### config.mk
export PLATFORM = sky130hd
export DESIGN_NAME = lcd_load_seq
export DESIGN_NICKNAME = d
export VERILOG_FILES = /design/src/rtl/lcd_seq_pkg.sv /design/src/rtl/lcd_pal_ram.sv /design/src/rtl/lcd_seq_fsm.sv /design/src/rtl/lcd_stat_reg.sv /design/src/rtl/lcd_load_seq.sv
export SDC_FILE = /design/constraint.sdc
export NUM_CORES = 2
export LEC_CHECK = 0
export CORE_MARGIN = 2
export CORE_UTILIZATION = 47
export DETAILED_ROUTE_END_ITERATION = 12
export DONT_BUFFER_PORTS = 1
export GPL_TIMING_DRIVEN = 0
export PLACE_DENSITY = 0.68
export SLEW_MARGIN = 10
export SYNTH_ARGS = -nofsm -noshare
export SYNTH_HDL_FRONTEND = slang
export SYNTH_SLANG_ARGS = --single-unit
### constraint.sdc
create_clock -name clk_i -period 4.7 [get_ports clk_i]
set_clock_uncertainty 0.15 [all_clocks]
set_input_delay 0.94 -clock clk_i [delete_from_list [all_inputs] [get_ports clk_i]]
set_output_delay 0.94 -clock clk_i [all_outputs]
set_load 0.005 [all_outputs]
### src/rtl/lcd_seq_pkg.sv
package lcd_seq_pkg;
  typedef enum logic [1:0] {
    ST_IDLE  = 2'd0,
    ST_PAL   = 2'd1,
    ST_HOLD  = 2'd2,
    ST_FRAME = 2'd3
  } seq_state_e;

  localparam int STAT_W  = 7;
  localparam int S_DONE  = 0;
  localparam int S_PAL   = 1;
  localparam int S_VSYNC = 2;
  localparam int S_LINE  = 3;
  localparam int S_ACB   = 4;
  localparam int S_UFLOW = 5;
  localparam int S_SLOST = 6;

  localparam logic [1:0] MODE_PAL_FRAME = 2'd0;
  localparam logic [1:0] MODE_PAL_ONLY  = 2'd1;
  localparam logic [3:0] CODE_8BPP      = 4'h3;
endpackage

### src/rtl/lcd_pal_ram.sv
module lcd_pal_ram #(
  parameter int AW = 8,
  parameter int DW = 12
) (
  input  logic          clk_i,
  input  logic          rst_ni,
  input  logic          we_i,
  input  logic [AW-1:0] waddr_i,
  input  logic [DW-1:0] wdata_i,
  input  logic [AW-1:0] raddr_i,
  output logic [DW-1:0] rdata_o
);
  localparam int DEPTH = 1 << AW;

  logic [DW-1:0] mem_q [DEPTH];

  always_ff @(posedge clk_i or negedge rst_ni) begin
    if (!rst_ni) begin
      for (int i = 0; i < DEPTH; i++) mem_q[i] <= '0;
    end else if (we_i) begin
      mem_q[waddr_i] <= wdata_i;
    end
  end

  assign rdata_o = mem_q[raddr_i];
endmodule

### src/rtl/lcd_seq_fsm.sv
module lcd_seq_fsm
  import lcd_seq_pkg::*;
#(
  parameter int FRAME_WORDS = 76800,
  parameter int SHORT_PAL   = 16,
  parameter int PAL_AW      = 8
) (
  input  logic              clk_i,
  input  logic              rst_ni,
  input  logic              start_i,
  input  logic [1:0]        start_mode_i,
  input  logic [1:0]        mode_i,
  input  logic              en_i,
  input  logic              s_valid_i,
  input  logic [15:0]       s_data_i,
  output logic              s_ready_o,
  output logic              pal_we_o,
  output logic [PAL_AW-1:0] pal_waddr_o,
  output logic [11:0]       pal_wdata_o,
  output logic [3:0]        code_o,
  output logic              pal_done_o,
  output logic              done_o,
  output logic              busy_o,
  output logic              pix_valid_o,
  output logic [15:0]       pix_data_o
);
  localparam int FW = (FRAME_WORDS > 2) ? $clog2(FRAME_WORDS) : 1;
  localparam logic [FW-1:0]     FRM_LAST  = FW'(FRAME_WORDS - 1);
  localparam logic [PAL_AW-1:0] LAST_LONG = '1;
  localparam logic [PAL_AW-1:0] LAST_SHRT = PAL_AW'(SHORT_PAL - 1);

  seq_state_e        state_q, state_d;
  logic [PAL_AW-1:0] pal_cnt_q, pal_last_q;
  logic [FW-1:0]     frm_cnt_q;
  logic [3:0]        code_q;
  logic              pix_valid_q;
  logic [15:0]       pix_data_q;
  logic              accept, pal_end, frm_acc, frm_end;

  assign s_ready_o   = (state_q == ST_PAL) || (state_q == ST_FRAME);
  assign accept      = s_valid_i && s_ready_o;
  assign pal_we_o    = accept && (state_q == ST_PAL);
  assign pal_waddr_o = pal_cnt_q;
  assign pal_wdata_o = s_data_i[11:0];
  assign pal_end     = pal_we_o && (pal_cnt_q != '0) && (pal_cnt_q == pal_last_q);
  assign frm_acc     = accept && (state_q == ST_FRAME);
  assign frm_end     = frm_acc && (frm_cnt_q == FRM_LAST);
  assign pal_done_o  = pal_end && en_i;
  assign busy_o      = state_q != ST_IDLE;
  assign code_o      = code_q;
  assign pix_valid_o = pix_valid_q;
  assign pix_data_o  = pix_data_q;

  always_comb begin
    state_d = state_q;
    done_o  = 1'b0;
    unique case (state_q)
      ST_IDLE: if (start_i)
        state_d = (start_mode_i == MODE_PAL_FRAME || start_mode_i == MODE_PAL_ONLY)
                  ? ST_PAL : ST_FRAME;
      ST_PAL: begin
        if (!en_i) begin
          state_d = ST_IDLE;
          done_o  = 1'b1;
        end else if (pal_end) begin
          state_d = (mode_i == MODE_PAL_ONLY) ? ST_HOLD : ST_FRAME;
        end
      end
      ST_HOLD: if (!en_i) begin
        state_d = ST_IDLE;
        done_o  = 1'b1;
      end
      ST_FRAME: if (frm_end && !en_i) begin
        state_d = ST_IDLE;
        done_o  = 1'b1;
      end
      default: state_d = ST_IDLE;
    endcase
  end

  always_ff @(posedge clk_i or negedge rst_ni) begin
    if (!rst_ni) begin
      state_q     <= ST_IDLE;
      pal_cnt_q   <= '0;
      pal_last_q  <= LAST_SHRT;
      frm_cnt_q   <= '0;
      code_q      <= '0;
      pix_valid_q <= 1'b0;
      pix_data_q  <= '0;
    end else begin
      state_q     <= state_d;
      pix_valid_q <= frm_acc;
      if (frm_acc) pix_data_q <= s_data_i;
      if (state_q == ST_IDLE && start_i) begin
        pal_cnt_q <= '0;
        frm_cnt_q <= '0;
      end
      if (pal_we_o) begin
        pal_cnt_q <= pal_end ? '0 : pal_cnt_q + 1'b1;
        if (pal_cnt_q == '0) begin
          code_q     <= s_data_i[15:12];
          pal_last_q <= (s_data_i[15:12] == CODE_8BPP) ? LAST_LONG : LAST_SHRT;
        end
      end
      if (frm_acc) frm_cnt_q <= frm_end ? '0 : frm_cnt_q + 1'b1;
    end
  end

  // the word index never passes the length chosen by the header
  a_r2_pal_idx_bound: assert property (@(posedge clk_i) disable iff (!rst_ni)
    (state_q == ST_PAL && pal_cnt_q != '0) |-> (pal_cnt_q <= pal_last_q));
  // a frame-path exit to idle only happens on a frame's last word
  a_r5_exit_on_last: assert property (@(posedge clk_i) disable iff (!rst_ni)
    (state_q == ST_FRAME && state_d == ST_IDLE) |-> (frm_cnt_q == FRM_LAST && accept));
endmodule

### src/rtl/lcd_stat_reg.sv
module lcd_stat_reg
  import lcd_seq_pkg::*;
(
  input  logic              clk_i,
  input  logic              rst_ni,
  input  logic              clr_we_i,
  input  logic [STAT_W-1:0] clr_i,
  input  logic              ev_vsync_i,
  input  logic              ev_line_i,
  input  logic              ev_acb_i,
  input  logic              ev_underflow_i,
  input  logic              ev_sync_lost_i,
  input  logic              busy_i,
  input  logic              pal_done_i,
  input  logic              done_i,
  input  logic              dis_i,
  input  logic              en_rise_i,
  input  logic              pal_only_i,
  input  logic [STAT_W-1:0] mask_i,
  output logic [STAT_W-1:0] stat_o,
  output logic              irq_o
);
  logic [STAT_W-1:0] stat_q, stat_d;
  logic unused_clr;

  assign unused_clr = ^{clr_i[S_DONE], clr_i[S_UFLOW], clr_i[S_SLOST]};

  always_comb begin
    stat_d = stat_q;
    if (clr_we_i) begin
      if (clr_i[S_VSYNC]) stat_d[S_VSYNC] = 1'b0;
      if (clr_i[S_LINE])  stat_d[S_LINE]  = 1'b0;
      if (clr_i[S_ACB])   stat_d[S_ACB]   = 1'b0;
      if (clr_i[S_PAL] && pal_only_i) stat_d[S_PAL] = 1'b0;
    end
    if (busy_i) begin
      if (ev_vsync_i)     stat_d[S_VSYNC] = 1'b1;
      if (ev_line_i)      stat_d[S_LINE]  = 1'b1;
      if (ev_acb_i)       stat_d[S_ACB]   = 1'b1;
      if (ev_underflow_i) stat_d[S_UFLOW] = 1'b1;
      if (ev_sync_lost_i) stat_d[S_SLOST] = 1'b1;
    end
    if (pal_done_i) stat_d[S_PAL] = 1'b1;
    if (done_i && mask_i[S_DONE]) stat_d[S_DONE] = 1'b1;
    if (dis_i) begin
      stat_d[S_UFLOW] = 1'b0;
      stat_d[S_SLOST] = 1'b0;
      if (!pal_only_i) stat_d[S_PAL] = 1'b0;
    end
    if (en_rise_i) stat_d[S_DONE] = 1'b0;
  end

  always_ff @(posedge clk_i or negedge rst_ni) begin
    if (!rst_ni) stat_q <= '0;
    else         stat_q <= stat_d;
  end

  assign stat_o = stat_q;
  assign irq_o  = |(stat_q & mask_i);

  a_r6_done_sticky: assert property (@(posedge clk_i) disable iff (!rst_ni)
    (stat_q[S_DONE] && !en_rise_i) |=> stat_q[S_DONE]);
  a_r7_err_hold: assert property (@(posedge clk_i) disable iff (!rst_ni)
    (stat_q[S_UFLOW] && !dis_i) |=> stat_q[S_UFLOW]);
  a_r9_vsync_w1c: assert property (@(posedge clk_i) disable iff (!rst_ni)
    (clr_we_i && clr_i[S_VSYNC] && !(busy_i && ev_vsync_i)) |=> !stat_q[S_VSYNC]);
endmodule

### src/rtl/lcd_load_seq.sv
module lcd_load_seq
  import lcd_seq_pkg::*;
#(
  parameter int FRAME_WORDS = 76800,
  parameter int SHORT_PAL   = 16,
  parameter int PAL_AW      = 8
) (
  input  logic              clk_i,
  input  logic              rst_ni,
  input  logic              ctrl_we_i,
  input  logic [31:0]       ctrl_wdata_i,
  output logic [31:0]       ctrl_o,
  input  logic              stat_we_i,
  input  logic [STAT_W-1:0] stat_wdata_i,
  output logic [STAT_W-1:0] stat_o,
  output logic              irq_o,
  input  logic              ev_vsync_i,
  input  logic              ev_line_i,
  input  logic              ev_acb_i,
  input  logic              ev_underflow_i,
  input  logic              ev_sync_lost_i,
  input  logic              s_valid_i,
  output logic              s_ready_o,
  input  logic [15:0]       s_data_i,
  output logic              pix_valid_o,
  output logic [15:0]       pix_data_o,
  output logic [3:0]        fmt_code_o,
  output logic              active_o,
  input  logic [PAL_AW-1:0] pal_raddr_i,
  output logic [11:0]       pal_rdata_o
);
  logic              en_q;
  logic [1:0]        mode_q;
  logic [STAT_W-1:0] mask_q;
  logic              en_rise, dis, busy, done_p, pal_done, pal_we;
  logic [PAL_AW-1:0] pal_waddr;
  logic [11:0]       pal_wdata;
  logic unused_ctrl;

  assign unused_ctrl = ^{ctrl_wdata_i[31:22], ctrl_wdata_i[19:15], ctrl_wdata_i[7:1]};
  assign en_rise = ctrl_we_i && ctrl_wdata_i[0] && !en_q;
  assign dis     = ctrl_we_i && !ctrl_wdata_i[0] && en_q;

  always_ff @(posedge clk_i or negedge rst_ni) begin
    if (!rst_ni) begin
      en_q   <= 1'b0;
      mode_q <= '0;
      mask_q <= '0;
    end else if (ctrl_we_i) begin
      en_q   <= ctrl_wdata_i[0];
      mode_q <= ctrl_wdata_i[21:20];
      mask_q <= ctrl_wdata_i[8 +: STAT_W];
    end
  end

  assign ctrl_o   = {10'b0, mode_q, 5'b0, mask_q, 7'b0, en_q};
  assign active_o = busy;

  lcd_seq_fsm #(
    .FRAME_WORDS (FRAME_WORDS),
    .SHORT_PAL   (SHORT_PAL),
    .PAL_AW      (PAL_AW)
  ) u_fsm (
    .clk_i        (clk_i),
    .rst_ni       (rst_ni),
    .start_i      (en_rise),
    .start_mode_i (ctrl_wdata_i[21:20]),
    .mode_i       (mode_q),
    .en_i         (en_q),
    .s_valid_i    (s_valid_i),
    .s_data_i     (s_data_i),
    .s_ready_o    (s_ready_o),
    .pal_we_o     (pal_we),
    .pal_waddr_o  (pal_waddr),
    .pal_wdata_o  (pal_wdata),
    .code_o       (fmt_code_o),
    .pal_done_o   (pal_done),
    .done_o       (done_p),
    .busy_o       (busy),
    .pix_valid_o  (pix_valid_o),
    .pix_data_o   (pix_data_o)
  );

  lcd_pal_ram #(
    .AW (PAL_AW),
    .DW (12)
  ) u_ram (
    .clk_i   (clk_i),
    .rst_ni  (rst_ni),
    .we_i    (pal_we),
    .waddr_i (pal_waddr),
    .wdata_i (pal_wdata),
    .raddr_i (pal_raddr_i),
    .rdata_o (pal_rdata_o)
  );

  lcd_stat_reg u_stat (
    .clk_i          (clk_i),
    .rst_ni         (rst_ni),
    .clr_we_i       (stat_we_i),
    .clr_i          (stat_wdata_i),
    .ev_vsync_i     (ev_vsync_i),
    .ev_line_i      (ev_line_i),
    .ev_acb_i       (ev_acb_i),
    .ev_underflow_i (ev_underflow_i),
    .ev_sync_lost_i (ev_sync_lost_i),
    .busy_i         (busy),
    .pal_done_i     (pal_done),
    .done_i         (done_p),
    .dis_i          (dis),
    .en_rise_i      (en_rise),
    .pal_only_i     (mode_q == MODE_PAL_ONLY),
    .mask_i         (mask_q),
    .stat_o         (stat_o),
    .irq_o          (irq_o)
  );

  a_r4_pix_after_accept: assert property (@(posedge clk_i) disable iff (!rst_ni)
    pix_valid_o |-> $past(s_valid_i && s_ready_o));
  a_r5_done_rises_idle: assert property (@(posedge clk_i) disable iff (!rst_ni)
    $rose(stat_o[S_DONE]) |-> !busy);
  a_r4_ready_when_active: assert property (@(posedge clk_i) disable iff (!rst_ni)
    s_ready_o |-> active_o);
endmodule

; ---- Word-level counts from Yosys, hierarchy flattened
; Index checks and enable logic that the tools add are counted.
[totals]
output_inout_bits = 75
in_bits = 73
wordCells = 368
ff_bits = 3145
[op_classes]
magnitude_cmp = 3
bitwise_logic = 3
n_addsub = 2
eq_ne = 12
n_mux = 41
reduce_logical = 37
[ops]
columns = op, count
row1 = bitwise mux 3072 bit, 1
row2 = binary-select mux 12 bit (select 8 bit), 1
row3 = demux 12 bit (select 8 bit), 1
row4 = 2-to-1 mux 17 bit, 3
row5 = 2-to-1 mux 12 bit, 3
row6 = 2-to-1 mux 8 bit, 4
row7 = ">= comparator 9 bit, second input constant", 2
row8 = inverter 8 -> 9 bit, 2
row9 = "adder 17 x 1 -> 17 bit, second input constant", 1
row10 = "== test 17 bit, second input constant", 1
row11 = 2-to-1 mux 1 bit, 17
row12 = logical AND 1 bit, 16
row13 = 2-to-1 mux 2 bit, 7
row14 = nonzero test 2 bit, 7
row15 = "< comparator 9 x 1 -> 1 bit, second input constant", 1
row16 = "adder 8 x 1 -> 8 bit, second input constant", 1
row17 = == test 8 bit, 1
row18 = zero test 8 bit, 1
row19 = one-hot mux 2 bit (4 select lines), 1
row20 = nonzero test 8 bit, 1
row21 = AND 7 bit, 1
row22 = OR reduction 7 bit, 1
row23 = "== test 2 x 1 -> 1 bit, second input constant", 3
row24 = AND reduction 2 bit, 3
row25 = other kinds (13), 18

; ---- Longest topological paths before layout
[logic_depth]
word_depth = 11
ltp_mapped = 11

; ---- Modules after synthesis
; A second synthesis with hierarchy kept.
[unflattened]
cells_unflattened = 9449
area_unflattened_um2 = 143488.9
[modules_own_cells]
columns = module, seq_area_each_um2, cells_per_inst, area_per_inst_um2, instances
row1 = lcd_pal_ram, 76873.7, 9131, 140044.3, 1
row2 = lcd_seq_fsm, 1226.2, 243, 2538.7, 1
row3 = lcd_load_seq, 250.2, 48, 606.8, 1
row4 = lcd_stat_reg, 175.2, 27, 299.0, 1

; ---- Worst setup path before layout
; OpenSTA, ideal clock, no wires.
[synth_timing]
path_type = input to output
startpoint = input pal_raddr_i[0]
endpoint = output pal_rdata_o[2]
path_buffers = 3
cell_stages = 8
t_arrival_ps = 2668
slack_ps = 942
t_required_ps = 3610
path_cell_list = buf_6 buf_6 buf_2 mux4_2 a22oi_1 a21oi_1 o41ai_2 nor3_1
[synth_via]
elab_chain_len = 4
[synth_lines]
columns = element, line
row1 = start: declaration, lcd_load_seq.sv:29  ; input logic [PAL_AW-1:0] pal_raddr_i,
row2 = inverter 8 -> 9 bit (implied by the code), lcd_pal_ram.sv:25  ; assign rdata_o = mem_q[raddr_i];
row3 = binary-select mux 12 bit (select 8 bit), lcd_pal_ram.sv:25
row4 = 2-to-1 mux 12 bit (implied by the code) (2 in series), lcd_pal_ram.sv:25
row5 = end: declaration, lcd_load_seq.sv:30  ; output logic [11:0] pal_rdata_o
; No other way between the ends. The select of a mux whose other input is x is not followed.

; ---- Worst setup path in the final report
[layout_timing]
startpoint = input pal_raddr_i[0]
endpoint = output pal_rdata_o[1]
; Same word-level chain as after synthesis.

==> results.sh <==
export IMPL_r2r_slack_ps=110
export IMPL_ys_flop_type="dfrtp_1"
export IMPL_root_buffer="clkbuf_16"
export IMPL_drt_first_pass_iters=8
export IMPL_synth_compound_area_share_pct=3.54
export IMPL_cp_max_fo=9
export IMPL_hold_viol=72
export IMPL_path_clk_slew_ps=60
export IMPL_start_util_pct=47.2
export IMPL_synth_mux_area_share_pct=36.2
export IMPL_synth_xor_area_share_pct=0.00613
export IMPL_die_area_um2=309000
export IMPL_synth_cells=9438
export IMPL_grt_total_usage_pct=37.6
export IMPL_hold_slack_ps=-166
export IMPL_htree_levels=5
export IMPL_coreArea_um2=303000
export IMPL_ios=148
export IMPL_power_leakage_nw=79.2
export IMPL_cts_sinks=3138
export IMPL_wl_met3_um=76900
export IMPL_cap_violations=0
export IMPL_finalSetupViolCount=12
export IMPL_gp_congestion=1.09
export IMPL_wl_met2_um=245000
export IMPL_dpl_hpwl_um=417000
export IMPL_layout_setup_ws_ps=-449
export IMPL_grt_pass1_vias=95844
export IMPL_synth_adder_area_share_pct=0.0788
export IMPL_finalMaxSlewViolations=0
export IMPL_fmax_ghz=0.194
export IMPL_violations="negative hold slack, negative setup slack"
export IMPL_cts_tree="yes"
export IMPL_powerDensity_nw_per_um2=370
export IMPL_drt_iter0_drc=11804
export IMPL_peakVddDrop_mv=0.342
export IMPL_worstMarginPinSlew_ps=1470
export IMPL_overflow=0
export IMPL_syn_to_final_growth_pct=16.7
export IMPL_synthDistinctLibCells=67
export IMPL_finalSetupTns_ps=-3520
export IMPL_nets=10093
export IMPL_grt_pass1_wl_um=792000
export IMPL_wl_per_cell_um=40.8
export IMPL_clk_latency_ps=970
export IMPL_die_y_um=556
export IMPL_cts_max_path_buffers=4
export IMPL_ant_nets=0
export IMPL_crit_arrival_ps=4060
export IMPL_cp_start_kind="primary input"
export IMPL_rows=202
export IMPL_grt_max_degree=262
export IMPL_vias_per_cell=6.67
export IMPL_crit_required_ps=3610
export IMPL_layout_drive_gt1_share_pct=52.2
export IMPL_route_detailed_drc=0
export IMPL_cts_inserted_buffers=340
export IMPL_port_buffers=0
export IMPL_synth_edf_count=0
export IMPL_hold_class="primary input to async pin"
export IMPL_relSlewSlack_pct=2.31
export IMPL_num_vias=95456
export IMPL_seq_area_frac_synth_pct=54.9
export IMPL_syn_cell_area_um2=143000
export IMPL_synth_seq_cells=3138
export IMPL_die_x_um=556
export IMPL_outcome="complete, but fails checks"
export IMPL_wl_met1_um=210000
export IMPL_async_flop_share_pct=100
export IMPL_antenna_found_initial=57
export IMPL_min_period_over_period_pct=110
export IMPL_rsz0062_at_grt="true"
export IMPL_synth_top_family_by_area="multiplexers"
export IMPL_ys_warn_count=0
export IMPL_final_util_pct=55.1
export IMPL_avgSynthCellArea_um2=15.1
export IMPL_min_period_ps=5150
export IMPL_synthSimpleGateAreaFrac_pct=1.92
export IMPL_crit_path_end_kind="output port"
export IMPL_highest_layer="met5"
export IMPL_wl_um=584000
export IMPL_crit_type="primary input to output port"
final cells by class:
cell class              count  area, um^2
inverters                  11        45.0
multi-input cells        5351       61900
clock inverters           122        1680
fillers                 23983      136000
flip-flops and latches   3138       78500
diodes                     52         130
clock buffers             495        9990
plain buffers             955        6890
repair buffers            214        2730
well taps                3978        4980
metrics by stage:
step	hold slack (ps)	setup slack (ps)	cell area [um^2]	total power, mW	instances
after CTS	2.13	-113	166000	61.4	14209
after global routing	10.6	-319	167000	63.0	14267
final	-166	-449	167000	61.7	14316
after floorplan	297	942	143000	30.4	9459
after detailed placement	325	-2570	149000	33.1	13481
after global placement	328	-3260	148000	32.3	13437
layout by cell type, fill, tap and decap left out, types with 16 or more instances in the layout:
master and instances:
a211oi_4 21, a21oi_1 140, a21oi_2 37, a221oi_1 20
a22o_1 18, a22oi_1 234, a22oi_2 66, buf_12 77
buf_16 71, buf_2 233, buf_4 167, buf_6 52
buf_8 31, bufinv_16 29, clkbuf_1 470, clkbuf_16 348
clkbuf_2 58, clkbuf_4 34, clkbuf_8 90, clkinv_2 56
conb_1 22, dfrtp_1 3138, diode_2 52, dlygate4sd3_1 21
mux2_2 3129, mux2i_1 192, mux4_2 645, nand2_1 154
nand3_1 26, nor2_1 257, nor3_4 16, nor4_4 30
o21ai_0 38, o221ai_1 25, o221ai_2 21, o22ai_1 26
Yosys cell counts, types with 5 or more instances:
master | instances | share of area [%]
or2_2 | 5 | 0.022
mux2i_1 | 199 | 1.4
buf_6 | 35 | 0.28
nor3_2 | 5 | 0.035
buf_8 | 6 | 0.063
nor3_1 | 21 | 0.074
mux4_2 | 645 | 10
nor4_1 | 56 | 0.25
and3_1 | 7 | 0.031
buf_4 | 83 | 0.44
o21ai_0 | 41 | 0.14
nand2_2 | 10 | 0.044
o31ai_1 | 6 | 0.032
buf_1 | 14 | 0.037
a211oi_1 | 32 | 0.17
o22a_1 | 7 | 0.043
a22oi_1 | 300 | 1.6
a21oi_1 | 190 | 0.67
inv_1 | 10 | 0.026
nand2b_1 | 16 | 0.070
a221oi_1 | 23 | 0.14
o22ai_1 | 30 | 0.13
o221ai_1 | 47 | 0.29
mux2_2 | 3129 | 25
nor2_1 | 261 | 0.69
ha_1 | 9 | 0.079
buf_2 | 310 | 1.1
a22o_1 | 19 | 0.12
a311oi_1 | 7 | 0.043
dfrtp_1 | 3138 | 55
clkbuf_1 | 506 | 1.3
o211ai_1 | 7 | 0.037
a21o_1 | 5 | 0.026
nand2_1 | 160 | 0.42
nand3_1 | 33 | 0.12
nor2b_1 | 12 | 0.053
nand4_1 | 9 | 0.039
worst max-delay path, stage by stage:
cell and delay, ps:
buf_16 130, buf_16 160, buf_4 160, buf_16 170
buf_16 190, buf_16 170, buf_4 160, mux2i_1 140
o221ai_2 300, o22ai_2 130, a211oi_4 570, nor4_4 80
nor4_4 690
path summary, 6_finish.rpt:
check,startpoint,to,cells past startpoint
setup / recovery,pal_raddr_i[0],pal_rdata_o[1],13
hold / removal,rst_ni,u_ram.mem_q[3009],1
setup reg to reg,u_fsm.state_q[1],u_ram.mem_q[975],10
hold reg to reg,u_fsm.frm_cnt_q[16],u_fsm.frm_cnt_q[16],1
max in group asynchronous,rst_ni,u_ram.mem_q[1128],7
min in group clk_i,ctrl_wdata_i[0],u_stat.stat_o[5],2
timing repair:
action | CTS | global route
endpoints found under the setup margin | 12 | 186
resized for setup | 857 | 104
endpoints found under the hold margin | 289 | 0
pin swaps | 78 | 53
buffers inserted | 85 | 54
hold buffers | 23 | 0
gates cloned | 5 | 1
per-layer routing:
metal  vias to the layer above  GRT usage (%)
met5                         -          0.656
met2                      6077           52.4
met3                      1785           15.8
li1                      36219              -
met1                     51325           46.3
met4                        50           28.0
kinds of logic after synthesis:
| family | after synthesis |
|---|---|
| buf+inv | 970 |
| fa+ha+maj | 9 |
| simple gates | 610 |
| mux | 3974 |
| other cells | 1 |
| flops | 3138 |
| compound gates | 735 |
| xor+xnor | 1 |
where the power goes:
group | switching [mW] | leakage (nW) | total (mW) | internal [mW]
Sequential | 0.353 | 43.7 | 27.9 | 27.5
Clock | 11.8 | 5.74 | 28.2 | 16.4
Combinational | 3.86 | 29.8 | 5.59 | 1.73
flip-flops by register name, indices dropped and copies added (netlist names), 2 cells and up:
name / flops
mask_q: 7
mode_q: 2
u_fsm.code_o: 4
u_fsm.frm_cnt_q: 17
u_fsm.pal_waddr_o: 8
u_fsm.pix_data_o: 16
u_fsm.state_q: 2
u_ram.mem_q: 3072
u_stat.stat_o: 7
Power figures use the tool's default switching activity.
